[src/rtl/presenter_pkg.sv]
package presenter_pkg;
  localparam int unsigned SRC_W  = 24;
  localparam int unsigned PRIO_W = 8;
  localparam int unsigned WORD_W = SRC_W + PRIO_W;
  localparam int unsigned OP_W   = 3;

  typedef enum logic [OP_W-1:0] {
    OP_ACCEPT  = 3'd0,
    OP_POLL    = 3'd1,
    OP_SETCPPR = 3'd2,
    OP_SETIPI  = 3'd3,
    OP_EOI     = 3'd4
  } opKind_e;

  typedef struct packed {
    logic              ldCppr;
    logic [PRIO_W-1:0] cpprVal;
    logic              dropSrc;
    logic              takeReq;
    logic              takeIpi;
    logic [PRIO_W-1:0] ipiPrio;
    logic              ldMfrr;
    logic [PRIO_W-1:0] mfrrVal;
    logic              rejFire;
    logic [SRC_W-1:0]  rejNum;
    logic              eoiFire;
    logic [SRC_W-1:0]  eoiNum;
    logic              resendFire;
    logic              readOut;
  } ctrlStb_t;
endpackage

[src/rtl/presenter_ctrl.sv]
module presenter_ctrl
  import presenter_pkg::*;
#(
  parameter logic [SRC_W-1:0] IPI_SRC = 24'd2
) (
  input  logic              clk,
  input  logic              rstN,
  input  logic              opValid,
  input  logic [OP_W-1:0]   opCode,
  input  logic [WORD_W-1:0] opData,
  input  logic              reqValid,
  input  logic [SRC_W-1:0]  reqSrc,
  input  logic [PRIO_W-1:0] reqPrio,
  input  logic [PRIO_W-1:0] curCppr,
  input  logic [SRC_W-1:0]  curSrc,
  input  logic [PRIO_W-1:0] curPend,
  input  logic [PRIO_W-1:0] curMfrr,
  input  logic              curOwned,
  output logic              reqReady,
  output ctrlStb_t          stb
);
  localparam logic [PRIO_W-1:0] PRIO_NONE = '1;

  logic              srcPending;
  logic [PRIO_W-1:0] wrPrio;
  logic [PRIO_W-1:0] eoiPrio;

  assign srcPending = (curSrc != '0);
  assign wrPrio     = opData[PRIO_W-1:0];
  assign eoiPrio    = opData[WORD_W-1:SRC_W];
  assign reqReady   = !opValid;

  always_comb begin
    stb = '0;
    if (opValid) begin
      unique case (opKind_e'(opCode))
        OP_ACCEPT: begin
          stb.readOut = 1'b1;
          stb.ldCppr  = 1'b1;
          stb.cpprVal = curPend;
          stb.dropSrc = 1'b1;
        end
        OP_POLL: begin
          stb.readOut = 1'b1;
        end
        OP_SETCPPR: begin
          stb.ldCppr  = 1'b1;
          stb.cpprVal = wrPrio;
          if (wrPrio < curCppr) begin
            if (srcPending && (wrPrio <= curPend)) begin
              stb.dropSrc = 1'b1;
              if (curOwned) begin
                stb.rejFire = 1'b1;
                stb.rejNum  = curSrc;
              end
            end
          end else if (!srcPending) begin
            stb.resendFire = 1'b1;
            if (curMfrr < wrPrio) begin
              stb.takeIpi = 1'b1;
              stb.ipiPrio = curMfrr;
            end
          end
        end
        OP_SETIPI: begin
          stb.ldMfrr  = 1'b1;
          stb.mfrrVal = wrPrio;
          if ((wrPrio < curCppr) && !(srcPending && (curPend <= wrPrio))) begin
            stb.takeIpi = 1'b1;
            stb.ipiPrio = wrPrio;
            if (srcPending && curOwned) begin
              stb.rejFire = 1'b1;
              stb.rejNum  = curSrc;
            end
          end
        end
        OP_EOI: begin
          stb.ldCppr  = 1'b1;
          stb.cpprVal = eoiPrio;
          stb.eoiFire = 1'b1;
          stb.eoiNum  = opData[SRC_W-1:0];
          if (!srcPending) begin
            stb.resendFire = 1'b1;
            if (curMfrr < eoiPrio) begin
              stb.takeIpi = 1'b1;
              stb.ipiPrio = curMfrr;
            end
          end
        end
        default: ;
      endcase
    end else if (reqValid) begin
      if ((reqPrio >= curCppr) || (srcPending && (curPend <= reqPrio))) begin
        stb.rejFire = 1'b1;
        stb.rejNum  = reqSrc;
      end else begin
        stb.takeReq = 1'b1;
        if (srcPending && curOwned) begin
          stb.rejFire = 1'b1;
          stb.rejNum  = curSrc;
        end
      end
    end
  end

  // at most one kind of change to the pending slot per cycle
  p_one_load_r3: assert property (@(posedge clk) disable iff (!rstN)
    $onehot0({stb.takeReq, stb.takeIpi, stb.dropSrc}));

  // an IPI pending slot never yields a reject of its number
  p_ipi_silent_r5: assert property (@(posedge clk) disable iff (!rstN)
    (stb.rejFire && !stb.takeReq && !(reqValid && reqReady && stb.rejNum == reqSrc))
      |-> curOwned);

  logic unusedPrio;
  assign unusedPrio = (PRIO_NONE == '0);
endmodule

[src/rtl/presenter_dp.sv]
module presenter_dp
  import presenter_pkg::*;
#(
  parameter logic [SRC_W-1:0] IPI_SRC = 24'd2
) (
  input  logic              clk,
  input  logic              rstN,
  input  ctrlStb_t          stb,
  input  logic [SRC_W-1:0]  reqSrc,
  input  logic [PRIO_W-1:0] reqPrio,
  output logic [PRIO_W-1:0] curCppr,
  output logic [SRC_W-1:0]  curSrc,
  output logic [PRIO_W-1:0] curPend,
  output logic [PRIO_W-1:0] curMfrr,
  output logic              curOwned,
  output logic              irqOut,
  output logic              rdValid,
  output logic [WORD_W-1:0] rdData,
  output logic              rejValid,
  output logic [SRC_W-1:0]  rejSrc,
  output logic              eoiValid,
  output logic [SRC_W-1:0]  eoiSrc,
  output logic              resendValid
);
  localparam logic [PRIO_W-1:0] PRIO_NONE = '1;

  always_ff @(posedge clk or negedge rstN) begin
    if (!rstN) begin
      curCppr  <= '0;
      curSrc   <= '0;
      curPend  <= PRIO_NONE;
      curMfrr  <= PRIO_NONE;
      curOwned <= 1'b0;
      irqOut   <= 1'b0;
    end else begin
      if (stb.ldCppr) curCppr <= stb.cpprVal;
      if (stb.ldMfrr) curMfrr <= stb.mfrrVal;
      if (stb.dropSrc) begin
        curSrc   <= '0;
        curPend  <= PRIO_NONE;
        curOwned <= 1'b0;
        irqOut   <= 1'b0;
      end else if (stb.takeReq) begin
        curSrc   <= reqSrc;
        curPend  <= reqPrio;
        curOwned <= 1'b1;
        irqOut   <= 1'b1;
      end else if (stb.takeIpi) begin
        curSrc   <= IPI_SRC;
        curPend  <= stb.ipiPrio;
        curOwned <= 1'b0;
        irqOut   <= 1'b1;
      end
    end
  end

  always_ff @(posedge clk or negedge rstN) begin
    if (!rstN) begin
      rdValid     <= 1'b0;
      rdData      <= '0;
      rejValid    <= 1'b0;
      rejSrc      <= '0;
      eoiValid    <= 1'b0;
      eoiSrc      <= '0;
      resendValid <= 1'b0;
    end else begin
      rdValid     <= stb.readOut;
      rejValid    <= stb.rejFire;
      eoiValid    <= stb.eoiFire;
      resendValid <= stb.resendFire;
      if (stb.readOut) rdData <= {curCppr, curSrc};
      if (stb.rejFire) rejSrc <= stb.rejNum;
      if (stb.eoiFire) eoiSrc <= stb.eoiNum;
    end
  end

  // output line follows the source field; idle priority follows it too
  p_irq_src_r11: assert property (@(posedge clk) disable iff (!rstN)
    irqOut == (curSrc != '0));
  p_pend_idle_r11: assert property (@(posedge clk) disable iff (!rstN)
    (curSrc == '0) == (curPend == PRIO_NONE));
endmodule

[src/rtl/intr_presenter.sv]
module intr_presenter
  import presenter_pkg::*;
#(
  parameter logic [SRC_W-1:0] IPI_SRC = 24'd2
) (
  input  logic              clk,
  input  logic              rstN,
  input  logic              reqValid,
  input  logic [SRC_W-1:0]  reqSrc,
  input  logic [PRIO_W-1:0] reqPrio,
  output logic              reqReady,
  input  logic              opValid,
  input  logic [OP_W-1:0]   opCode,
  input  logic [WORD_W-1:0] opData,
  output logic              rdValid,
  output logic [WORD_W-1:0] rdData,
  output logic              irqOut,
  output logic              rejValid,
  output logic [SRC_W-1:0]  rejSrc,
  output logic              eoiValid,
  output logic [SRC_W-1:0]  eoiSrc,
  output logic              resendValid
);
  ctrlStb_t          stb;
  logic [PRIO_W-1:0] curCppr;
  logic [SRC_W-1:0]  curSrc;
  logic [PRIO_W-1:0] curPend;
  logic [PRIO_W-1:0] curMfrr;
  logic              curOwned;

  presenter_ctrl #(.IPI_SRC(IPI_SRC)) uCtrl (
    .clk(clk), .rstN(rstN),
    .opValid(opValid), .opCode(opCode), .opData(opData),
    .reqValid(reqValid), .reqSrc(reqSrc), .reqPrio(reqPrio),
    .curCppr(curCppr), .curSrc(curSrc), .curPend(curPend),
    .curMfrr(curMfrr), .curOwned(curOwned),
    .reqReady(reqReady), .stb(stb)
  );

  presenter_dp #(.IPI_SRC(IPI_SRC)) uDp (
    .clk(clk), .rstN(rstN), .stb(stb),
    .reqSrc(reqSrc), .reqPrio(reqPrio),
    .curCppr(curCppr), .curSrc(curSrc), .curPend(curPend),
    .curMfrr(curMfrr), .curOwned(curOwned), .irqOut(irqOut),
    .rdValid(rdValid), .rdData(rdData),
    .rejValid(rejValid), .rejSrc(rejSrc),
    .eoiValid(eoiValid), .eoiSrc(eoiSrc), .resendValid(resendValid)
  );

  // a refused offer is bounced with its own number and changes nothing
  p_refuse_r2: assert property (@(posedge clk) disable iff (!rstN)
    (reqValid && reqReady && (reqPrio >= curCppr))
      |=> rejValid && (rejSrc == $past(reqSrc)) && $stable(curSrc) && $stable(curPend));

  // an IPI write at or above the current priority only stores the value
  p_ipi_low_r4: assert property (@(posedge clk) disable iff (!rstN)
    (opValid && opCode == OP_SETIPI && (opData[PRIO_W-1:0] >= curCppr))
      |=> $stable(curSrc) && !rejValid && (curMfrr == $past(opData[PRIO_W-1:0])));

  // a reject not caused by an offer comes from a source-owned slot
  p_rej_owned_r5: assert property (@(posedge clk) disable iff (!rstN)
    (rejValid && !$past(reqValid && reqReady)) |-> $past(curOwned));

  // accept returns the old word and leaves only the old pending priority
  p_accept_r6: assert property (@(posedge clk) disable iff (!rstN)
    (opValid && opCode == OP_ACCEPT)
      |=> rdValid && (rdData == $past({curCppr, curSrc})) && !irqOut
          && (curCppr == $past(curPend)) && (curSrc == '0));

  // end-of-interrupt forwards the number and loads the current priority
  p_eoi_r9: assert property (@(posedge clk) disable iff (!rstN)
    (opValid && opCode == OP_EOI)
      |=> eoiValid && (eoiSrc == $past(opData[SRC_W-1:0]))
          && (curCppr == $past(opData[WORD_W-1:SRC_W])));

  // poll changes no state
  p_poll_r10: assert property (@(posedge clk) disable iff (!rstN)
    (opValid && opCode == OP_POLL)
      |=> rdValid && $stable(curSrc) && $stable(curCppr) && $stable(curPend)
          && $stable(curMfrr) && !rejValid && !resendValid);
endmodule

[config.mk]
export PLATFORM = sky130hd
export DESIGN_NAME = intr_presenter
export DESIGN_NICKNAME = d
export VERILOG_FILES = /design/src/rtl/presenter_pkg.sv /design/src/rtl/presenter_ctrl.sv /design/src/rtl/presenter_dp.sv /design/src/rtl/intr_presenter.sv
export SDC_FILE = /design/constraint.sdc
export NUM_CORES = 1
export LEC_CHECK = 0
export ABC_CLOCK_PERIOD_IN_PS = 2450
export BUFFER_PORTS_ARGS = -buffer_cell sky130_fd_sc_hd__clkbuf_2
export CORE_MARGIN = 2
export CORE_UTILIZATION = 52
export CTS_BUF_LIST = sky130_fd_sc_hd__clkbuf_8
export DETAILED_ROUTE_END_ITERATION = 6
export PLACE_DENSITY = 0.75
export RECOVER_POWER = 100
export SLEW_MARGIN = 20
export SYNTH_ARGS = -nofsm -noshare
export SYNTH_HDL_FRONTEND = slang
export SYNTH_HIERARCHICAL = 1
export SYNTH_SLANG_ARGS = --single-unit
[constraint.sdc]
create_clock -name clk -period 2.45 [get_ports clk]
set_input_delay 0.3675 -clock clk [delete_from_list [all_inputs] [get_ports clk]]
set_output_delay 0.3675 -clock clk [all_outputs]
set_load 0.05 [all_outputs]
* Word level (Yosys, flattened, before mapping) *
Cells that the tools add are included.

word-level totals
  flip-flop bits (word level) = 134
  input port bits = 71
  output and inout bits = 86
  word-level logic and storage cells = 80

cells by class
  $lt $le $gt $ge = 7
  equality and inequality tests = 4
  muxes and demuxes = 44
  reduce and logical (&&, ||, !) cells = 12

operators by type and width
  kind                                                              count
  25-bit two-way mux                                                9
  24-bit two-way mux                                                3
  9-bit two-way mux                                                 7
  9-bit one-hot mux with 3 select lines                             2
  25-bit one-hot mux with 2 select lines                            1
  27-bit two-way mux                                                1
  8-bit <= comparator                                               3
  8-bit less-than comparator                                        3
  8-bit two-way mux                                                 3
  24-bit nonzero test                                               1
  18-bit two-way mux                                                1
  1-bit two-way mux                                                 14
  10-bit two-way mux                                                1
  8-bit greater-or-equal comparator                                 1
  3-bit by 2-bit == test with 1-bit output (second input constant)  2
  1-bit logical AND                                                 5
  1-bit one-hot mux with 2 select lines                             2
  3-bit by 1-bit == test with 1-bit output (second input constant)  1
  3-bit == test (second input constant)                             1
  3-bit zero test                                                   1
  3-bit nonzero test                                                1
  1-bit zero test                                                   2
  2-bit OR reduction                                                1
  1-bit logical OR                                                  1

* Longest topological paths before layout *
Gate-level depths: netlist of the first run.

  word-level depth = 10
  gate-level depth with buffers = 12
  mapped depth without buffers = 10

* Hierarchy *
The synthesis of the first run kept the hierarchy.

by module, submodules not included
  module          times used  cells an instance  area each (sq um)
  presenter_dp    1           351                5206.2
  presenter_ctrl  1           356                2393.5

* Worst setup path after synthesis of the first run *
Ideal clock, no wire load.

  kind = reg2reg
  start point = reg uDp.curPend[1]
  end point = reg uDp.curSrc[3]
  arrival = 2.616 ns
  data required time = 2.372 ns
  path slack = -0.244 ns
  stages on the path, launching flop included = 12
  path buffers = 2
  cells stage by stage = dfstp_2 > ha_1 > nor2b_1 > o211a_1 > o21ai_1 > a21oi_1 > o211a_1 > buf_1 > or2_1 > clkbuf_1 > or3b_1 > a21oi_1

RTL lines
  element                 RTL line            source
  start, declared         presenter_dp.sv:13  output logic [PRIO_W-1:0] curPend,
  start signal, assigned  presenter_dp.sv:45  curPend <= reqPrio;
  start signal, assigned  presenter_dp.sv:50  curPend <= stb.ipiPrio;
  end signal, assigned    presenter_dp.sv:44  curSrc <= reqSrc;
  end, declared           presenter_dp.sv:12  output logic [SRC_W-1:0] curSrc,

==> key figures, run 1 <==
Run status
  • Status: complete, but fails checks
  • Failing checks: setup timing

Detailed routing
  • WL/cell: 18.4 um
  • Via/cell ratio: 5.69
  • Iter 0 DRT Violations: 480
  • Routed WL: 20.7 mm
  • DR vias: 6407
  • DRT Pass-1 Iters: 5
  • Antenna Violating Nets Remaining: 0
  • # DRC: 0

Worst setup path
  • Arrival @ worst endpoint: 3080 ps
  • CP Buf/Inv Count: 1
  • Worst Setup End Kind: flip-flop
  • Crit path kind: flip-flop to flip-flop
  • Slowest cell delay on critical path: 600 ps
  • Crit path max-delay family: compound AO/OA/AOI/OAI gates
  • Req. time, crit path: 2830 ps
  • CP startpoint: uDp/curPend[1]
  • Critical path cell sequence: ha_4 -> nor2b_1 -> o211a_1 -> o21ai_2 -> a21oi_2 -> o211a_1 -> or2_4 -> buf_4 -> or3b_1 -> a21oi_2
  • R2R Path Start: uDp/curPend[1]
  • CP max-delay cell: dfstp_2
  • Crit Path Max Fanout: 7
  • CP Launch Type: flip-flop

Floorplan
  • Area of the die: 15600 um^2
  • Chip Height: 125 um
  • # rows: 44
  • Starting Density: 0.527
  • IO Pins: 157
  • Core area: 14400 um^2
  • Die width: 125 um

Power and ir drop
  • Power per cell area: 936 nW/um^2
  • Max IR drop VDD: 0.394 mV
  • Switching share of total power: 0.426
  • Power share of the sequential group: 0.351
  • P_int: 5.30 mW
  • P_sw: 3.94 mW
  • Combinational share of power: 0.434
  • P_leak: 4.69 nW
  • Clk network pwr share: 0.215

STA
  • Actual slew at the worst max-slew pin: 1430 ps
  • Fin Setup TNS: -11820 ps
  • Period minus WS final: 2710 ps
  • Max Slew Vio Count: 0
  • Final setup violation count: 58
  • Setup ws final: -255 ps
  • Max_slew headroom: 0.0472
  • Unrepaired setup endpoints after global routing: yes
  • Period utilisation layout: 1.10
  • F_max: 0.370 GHz
  • Hold Violations, Final: 0
  • Final Skew: 12.4 ps

Run
  • Max-Cap Viols: 0

CTS
  • CTS Buf Count: 17
  • Clk root buf: clkbuf_8
  • CTS max path bufs: 2
  • H-tree lvl count: 4
  • Clk sinks: 134
  • CTS tree: built
  • Clock-pin slew on the worst setup and hold paths: 80 ps
  • Insertion delay to the later sink of the worst-skew pair: 450 ps

Final layout
  • # diodes: 0
  • Synthesis-to-layout area growth: 29.9%
  • Layout cells sized above 1: 0.330
  • Layout Nets: 1046
  • Final core occ: 0.684

Global route
  • Largest net degree at the start of global routing: 55
  • Vias in the first global route: 6493
  • First-pass GRT wire length: 32.8 mm
  • Total gr overflow: 0
  • Initial antenna violation count: 0
  • Gr usage total: 0.261

Yosys
  • Sequential share of the synthesized area: 0.444
  • Top_reg_cell synth: dfrtp_1
  • Synth Area per Inst: 10.7 um^2
  • Cells after Synth: 707
  • Post-synth ARST share: 1.00
  • Yosys cell types: 51
  • Cell area after synthesis: 7600 um^2
  • Syn_nets: 823
  • Most numerous cell in the Yosys netlist: dfrtp_1
  • Commonest cells post-synth: dfrtp_1 (118), mux2_1 (70), inv_1 (59)
  • Syn. warnings: 6
  • Area contributors post-synth: dfrtp_1 (39%), mux2_1 (10%), ha_1 (7.4%)
  • Yosys reg bits: 134
  • Post-synth EDFFs: 0
  • Synth top area share: 0.389
  • Cell type with the largest total area after synthesis: dfrtp_1

Worst hold path
  • HP Start: reqSrc[21]
  • HP Class: primary input to flip-flop

Placed design
  • Final Wtd Congestion: 0.926
  • Hpwl dp: 14.9 mm
  • Port buffer count: 156
-- power groups by stage --
stage / Combinational, mW / Clock [mW] / Sequential [mW]
4_1_cts: 3.91 / 2.03 / 3.23
5_1_grt: 4.26 / 2.12 / 3.32
3_3_place_gp: 3.68 / 0 / 3.24
3_5_place_dp: 3.79 / 0 / 3.27
2_1_floorplan: 1.49 / 0 / 4.33
6_report: 4.01 / 1.99 / 3.24
-- cell type report --
cell class / instances / area (um^2)
multi-input combinational: 471 / 4160
sequential: 134 / 3370
tap: 184 / 230
inverter: 59 / 221
clock inverter: 15 / 195
fill: 1131 / 4550
clock buffer: 17 / 234
timing repair buffer: 247 / 1460
-- timing repair --
item | 4_1_cts | 5_1_grt
pin swaps | 14 | 23
buffers inserted | 6 | 4
setup endpoints to repair | 55 | 58
cloned | 0 | 1
gates resized for setup | 27 | 39
endpoints found under the hold margin | 43 | 0
hold buffers | 1 | 0
-- state kept, by name (all words and copies together) (netlist names), 8 cells and up --
register     flops
uDp/rdData      32
uDp/eoiSrc      24
uDp/rejSrc      24
uDp/curCppr      8
uDp/curPend      8
uDp/curMfrr      8
uDp/curSrc      24
-- cells in the final DEF (no fill, tap or decap), types with 7 or more instances in the layout --
cell	netlist	final
a21oi_1	47	28
ha_1	45	41
clkbuf_1	18	91
nor2_1	26	24
mux2_4	0	20
dfrtp_1	118	118
mux2_2	26	26
buf_4	5	70
and2_1	34	30
buf_12	0	7
or3b_1	23	21
inv_1	59	57
o21ai_0	13	10
nor2b_1	10	7
a22o_1	8	8
mux2_1	70	50
a21oi_2	0	18
nand2_1	32	31
nand4_1	7	7
clkbuf_8	0	17
mux2i_1	16	12
clkbuf_2	1	72
a32oi_1	24	21
dfstp_2	16	16
o21ai_1	22	23
-- path summary, 6_finish.rpt --
kind,to,slack (ps),cells after the start
min reg2reg,uDp/eoiSrc[22],490,1
max in group asynchronous,uDp/rejSrc[21],300,3
max,uDp/curSrc[9],-260,10
max reg2reg,uDp/curSrc[9],-260,10
min,uDp/curSrc[21],160,3
min in group asynchronous,uDp/rejSrc[9],770,2
-- worst min-delay path: cells and delay by family --
family / cells / cell delay (ps)
AOI/OAI and AO/OA: 1 / 60
and+or+nand+nor: 1 / 60
buffers and inverters: 1 / 100
-- metrics by stage --
| step | hold slack, ps | area, um^2 | std cells | setup WS (ps) | total power [mW] |
|---|---|---|---|---|---|
| finish | 164 | 9870 | 1127 | -255 | 9.24 |
| detailed placement | 370 | 9200 | 1084 | -244 | 7.06 |
| CTS | 134 | 9800 | 1123 | -143 | 9.17 |
| global route | 146 | 9870 | 1127 | -289 | 9.70 |
| global placement | 367 | 9200 | 1084 | -158 | 6.91 |
| floorplan | 71.9 | 7760 | 707 | -106 | 5.82 |
-- cells by family (layout without fill, tap and decap cells) --
logic type | Yosys count | after routing | synth area share
AND/OR/NAND/NOR | 166 | 166 | 0.127
flip-flops | 134 | 134 | 0.444
multiplexers | 112 | 112 | 0.163
adder cells (fa/ha/maj) | 45 | 45 | 0.0741
buffers and inverters | 102 | 338 | 0.0606
AO/OA/AOI/OAI | 148 | 148 | 0.131
-- layer usage --
metal / up-vias / global-route usage / routed length, um / part of all wire
met5: - / 0 / 0 / 0
met4: 0 / 0.107 / 600 / 0.029
met3: 48 / 0.0447 / 1050 / 0.051
met2: 245 / 0.458 / 10600 / 0.51
met1: 3145 / 0.320 / 8480 / 0.41
li1: 2969 / - / - / -
No activity file was read; power rests on OpenSTA's default activity.
==> run 2: changes to the inputs <==
--- a/config.mk
+++ b/config.mk
@@ -10,6 +10,7 @@
 export CORE_MARGIN = 2
 export CORE_UTILIZATION = 52
 export CTS_BUF_LIST = sky130_fd_sc_hd__clkbuf_8
+export CTS_CLUSTER_SIZE = 25
 export DETAILED_ROUTE_END_ITERATION = 6
 export PLACE_DENSITY = 0.75
 export RECOVER_POWER = 100
==> constraint.sdc (replaced) <==
create_clock -name clk -period 2.45 [get_ports clk]
set_input_delay 0 -clock clk [delete_from_list [all_inputs] [get_ports clk]]
set_output_delay 0 -clock clk [all_outputs]
set_load 0.05 [all_outputs]
==> run 2 against run 1 <==
  * The run ends with capacitance limit, slew limit, setup timing left
  * Final cell count grew 5.1%
  * Cell area grew 7.2%
  * Largest power group unchanged
  * Global-route usage grew 2.0 points
  * First-iteration DRC count grew 25%
==> key figures, run 2 (synthesis gave the netlist of run 1 again) <==
Floorplan
  • Area of the die: 15600 um^2
  • Starting Density: 0.527
  • # rows: 44
  • Chip Height: 125 um
  • Die width: 125 um
  • Core area: 14400 um^2
  • IO Pins: 157

CTS
  • Clk root buf: clkbuf_8
  • CTS Buf Count: 17
  • Insertion delay to the later sink of the worst-skew pair: 470 ps
  • CTS tree: built
  • Clock-pin slew on the worst setup and hold paths: 80 ps
  • H-tree lvl count: 4
  • Clk sinks: 134
  • CTS max path bufs: 2

STA
  • Actual slew at the worst max-slew pin: 1730 ps
  • Max_slew headroom: -0.150
  • Hold Violations, Final: 0
  • Final setup violation count: 74
  • Setup ws final: -176 ps
  • F_max: 0.381 GHz
  • Fin Setup TNS: -7710 ps
  • Period minus WS final: 2630 ps
  • Period utilisation layout: 1.07
  • Unrepaired setup endpoints after global routing: yes
  • Max Slew Vio Count: 85
  • Final Skew: 16.0 ps

Global route
  • Gr usage total: 0.282
  • Vias in the first global route: 6975
  • Total gr overflow: 0
  • First-pass GRT wire length: 35.1 mm
  • Largest net degree at the start of global routing: 69
  • Initial antenna violation count: 0

Power and ir drop
  • Max IR drop VDD: 0.419 mV
  • P_leak: 4.97 nW
  • Power per cell area: 909 nW/um^2

Worst setup path
  • Crit Path Max Fanout: 7
  • Critical path cell sequence: inv_2 -> ha_4 -> a2111oi_4 -> nor3_2 -> o211ai_1 -> a211oi_4 -> buf_12 -> or2_4 -> or3b_1 -> a21oi_2
  • Worst Setup End Kind: flip-flop
  • Crit path kind: flip-flop to flip-flop
  • Slowest cell delay on critical path: 410 ps
  • CP max-delay cell: dfrtp_1
  • CP Launch Type: flip-flop
  • Req. time, crit path: 2840 ps
  • Arrival @ worst endpoint: 3020 ps

Final layout
  • Sequential cell area: 3370 um^2
  • Final Instance Area: 10600 um^2
  • Most common cell after layout, fill and taps aside: dfrtp_1
  • Commonest cells after routing, fill and taps aside: dfrtp_1 (118), clkbuf_1 (88), clkbuf_2 (73)
  • Layout Cells excl Fill: 1184
  • Area occupied by multi-input gates: 4270 um^2
  • # diodes: 0
  • Synthesis-to-layout area growth: 39.2%
  • Final core occ: 0.734
  • Layout Nets: 1103
  • Layout cells sized above 1: 0.320
  • Largest Register: uDp/rdData
  • Filler Cell Count: 1011
  • Max reg flops: 32

Detailed routing
  • DRT Pass-1 Iters: 5
  • Via/cell ratio: 5.68
  • Routed WL: 22.7 mm
  • WL/cell: 19.1 um
  • # DRC: 0
  • Iter 0 DRT Violations: 600
  • Antenna Violating Nets Remaining: 0
  • DR vias: 6731

Placed design
  • Hpwl dp: 14.7 mm
  • Port buffer count: 156
  • Placed cell areas: 9130 um^2
  • Inst Count DP: 1076
  • Final Wtd Congestion: 0.869
  • Place WS: -241 ps

Run status
  • Failing checks: capacitance limit, slew limit, setup timing
  • Status: complete, but fails checks

Run
  • Max-Cap Viols: 2

Worst hold path
  • HP Class: primary input to flip-flop
[run 2: cell types whose count changed in the layout (fill, tap and decap cells not counted), sizes merged]
cell	change
a31o	+1
buf	-3
bufinv	+1
clkbuf	-2
clkinv	+3
clkinvlp	-2
dlygate4sd3	+59
inv	-3
or2	+3
[run 2: where the power goes]
part           total (mW)  switching [mW]  internal, mW  leakage, nW
Combinational        4.27            2.65          1.61         2.99
Clock                2.09           0.946          1.15        0.220
Sequential           3.26           0.444          2.82         1.76
Total                9.62            4.04          5.58         4.97
[run 2: layout make-up]
type                            count  share of cell area
Clock buffer                       18              0.0234
Clock inverter                     14              0.0187
Inverter                           59              0.0209
Multi-Input combinational cell    475               0.403
Sequential cell                   134               0.319
Tap cell                          184              0.0218
Timing Repair Buffer              300               0.193
[run 2: metrics by stage]
step	total power, mW	hold WS [ps]
3_3_place_gp	6.96	24.9
4_1_cts	9.41	7.65
3_5_place_dp	7.09	32.1
5_1_grt	10.1	22.8
2_1_floorplan	5.82	-296
6_report	9.62	5.94
[run 2: what timing repair did]
action,in CTS,in global routing
endpoints found under the hold margin,150,0
setup endpoints to repair,57,58
hold buffers,60,0
gates cloned,3,2
buffers inserted,10,2
resized for setup,38,52
pin swaps,16,25
[run 2: final timing paths]
| kind | startpoint | endpoint | slack, ps | cells after the start |
|---|---|---|---|---|
| setup / recovery | uDp/curCppr[1] | uDp/curSrc[13] | -180 | 10 |
| hold / removal | opData[5] | uDp/eoiSrc[5] | 6 | 3 |
| setup reg to reg | uDp/curCppr[1] | uDp/curSrc[13] | -180 | 10 |
| hold reg to reg | uDp/rdData[27] | uDp/rdData[27] | 490 | 1 |
| max in group asynchronous | rstN | uDp/rdData[2] | 470 | 3 |
| min in group asynchronous | rstN | uDp/curSrc[9] | 520 | 2 |
[run 2: routing by layer]
layer | GRT usage | vias to the layer above | part of all wire
li1 | - | 3087 | -
met1 | 0.348 | 3307 | 0.41
met2 | 0.489 | 289 | 0.51
met3 | 0.0584 | 48 | 0.057
met4 | 0.103 | 0 | 0.024
met5 | 0 | - | 0
[run 2: critical path, delay by kind of cell, from the launching register on]
family | cells | cell delay, ps
adder cells (fa/ha/maj) | 1 | 200
AND/OR/NAND/NOR | 3 | 780
flip-flops | 1 | 410
buffers and inverters | 2 | 220
AO/OA/AOI/OAI | 4 | 940
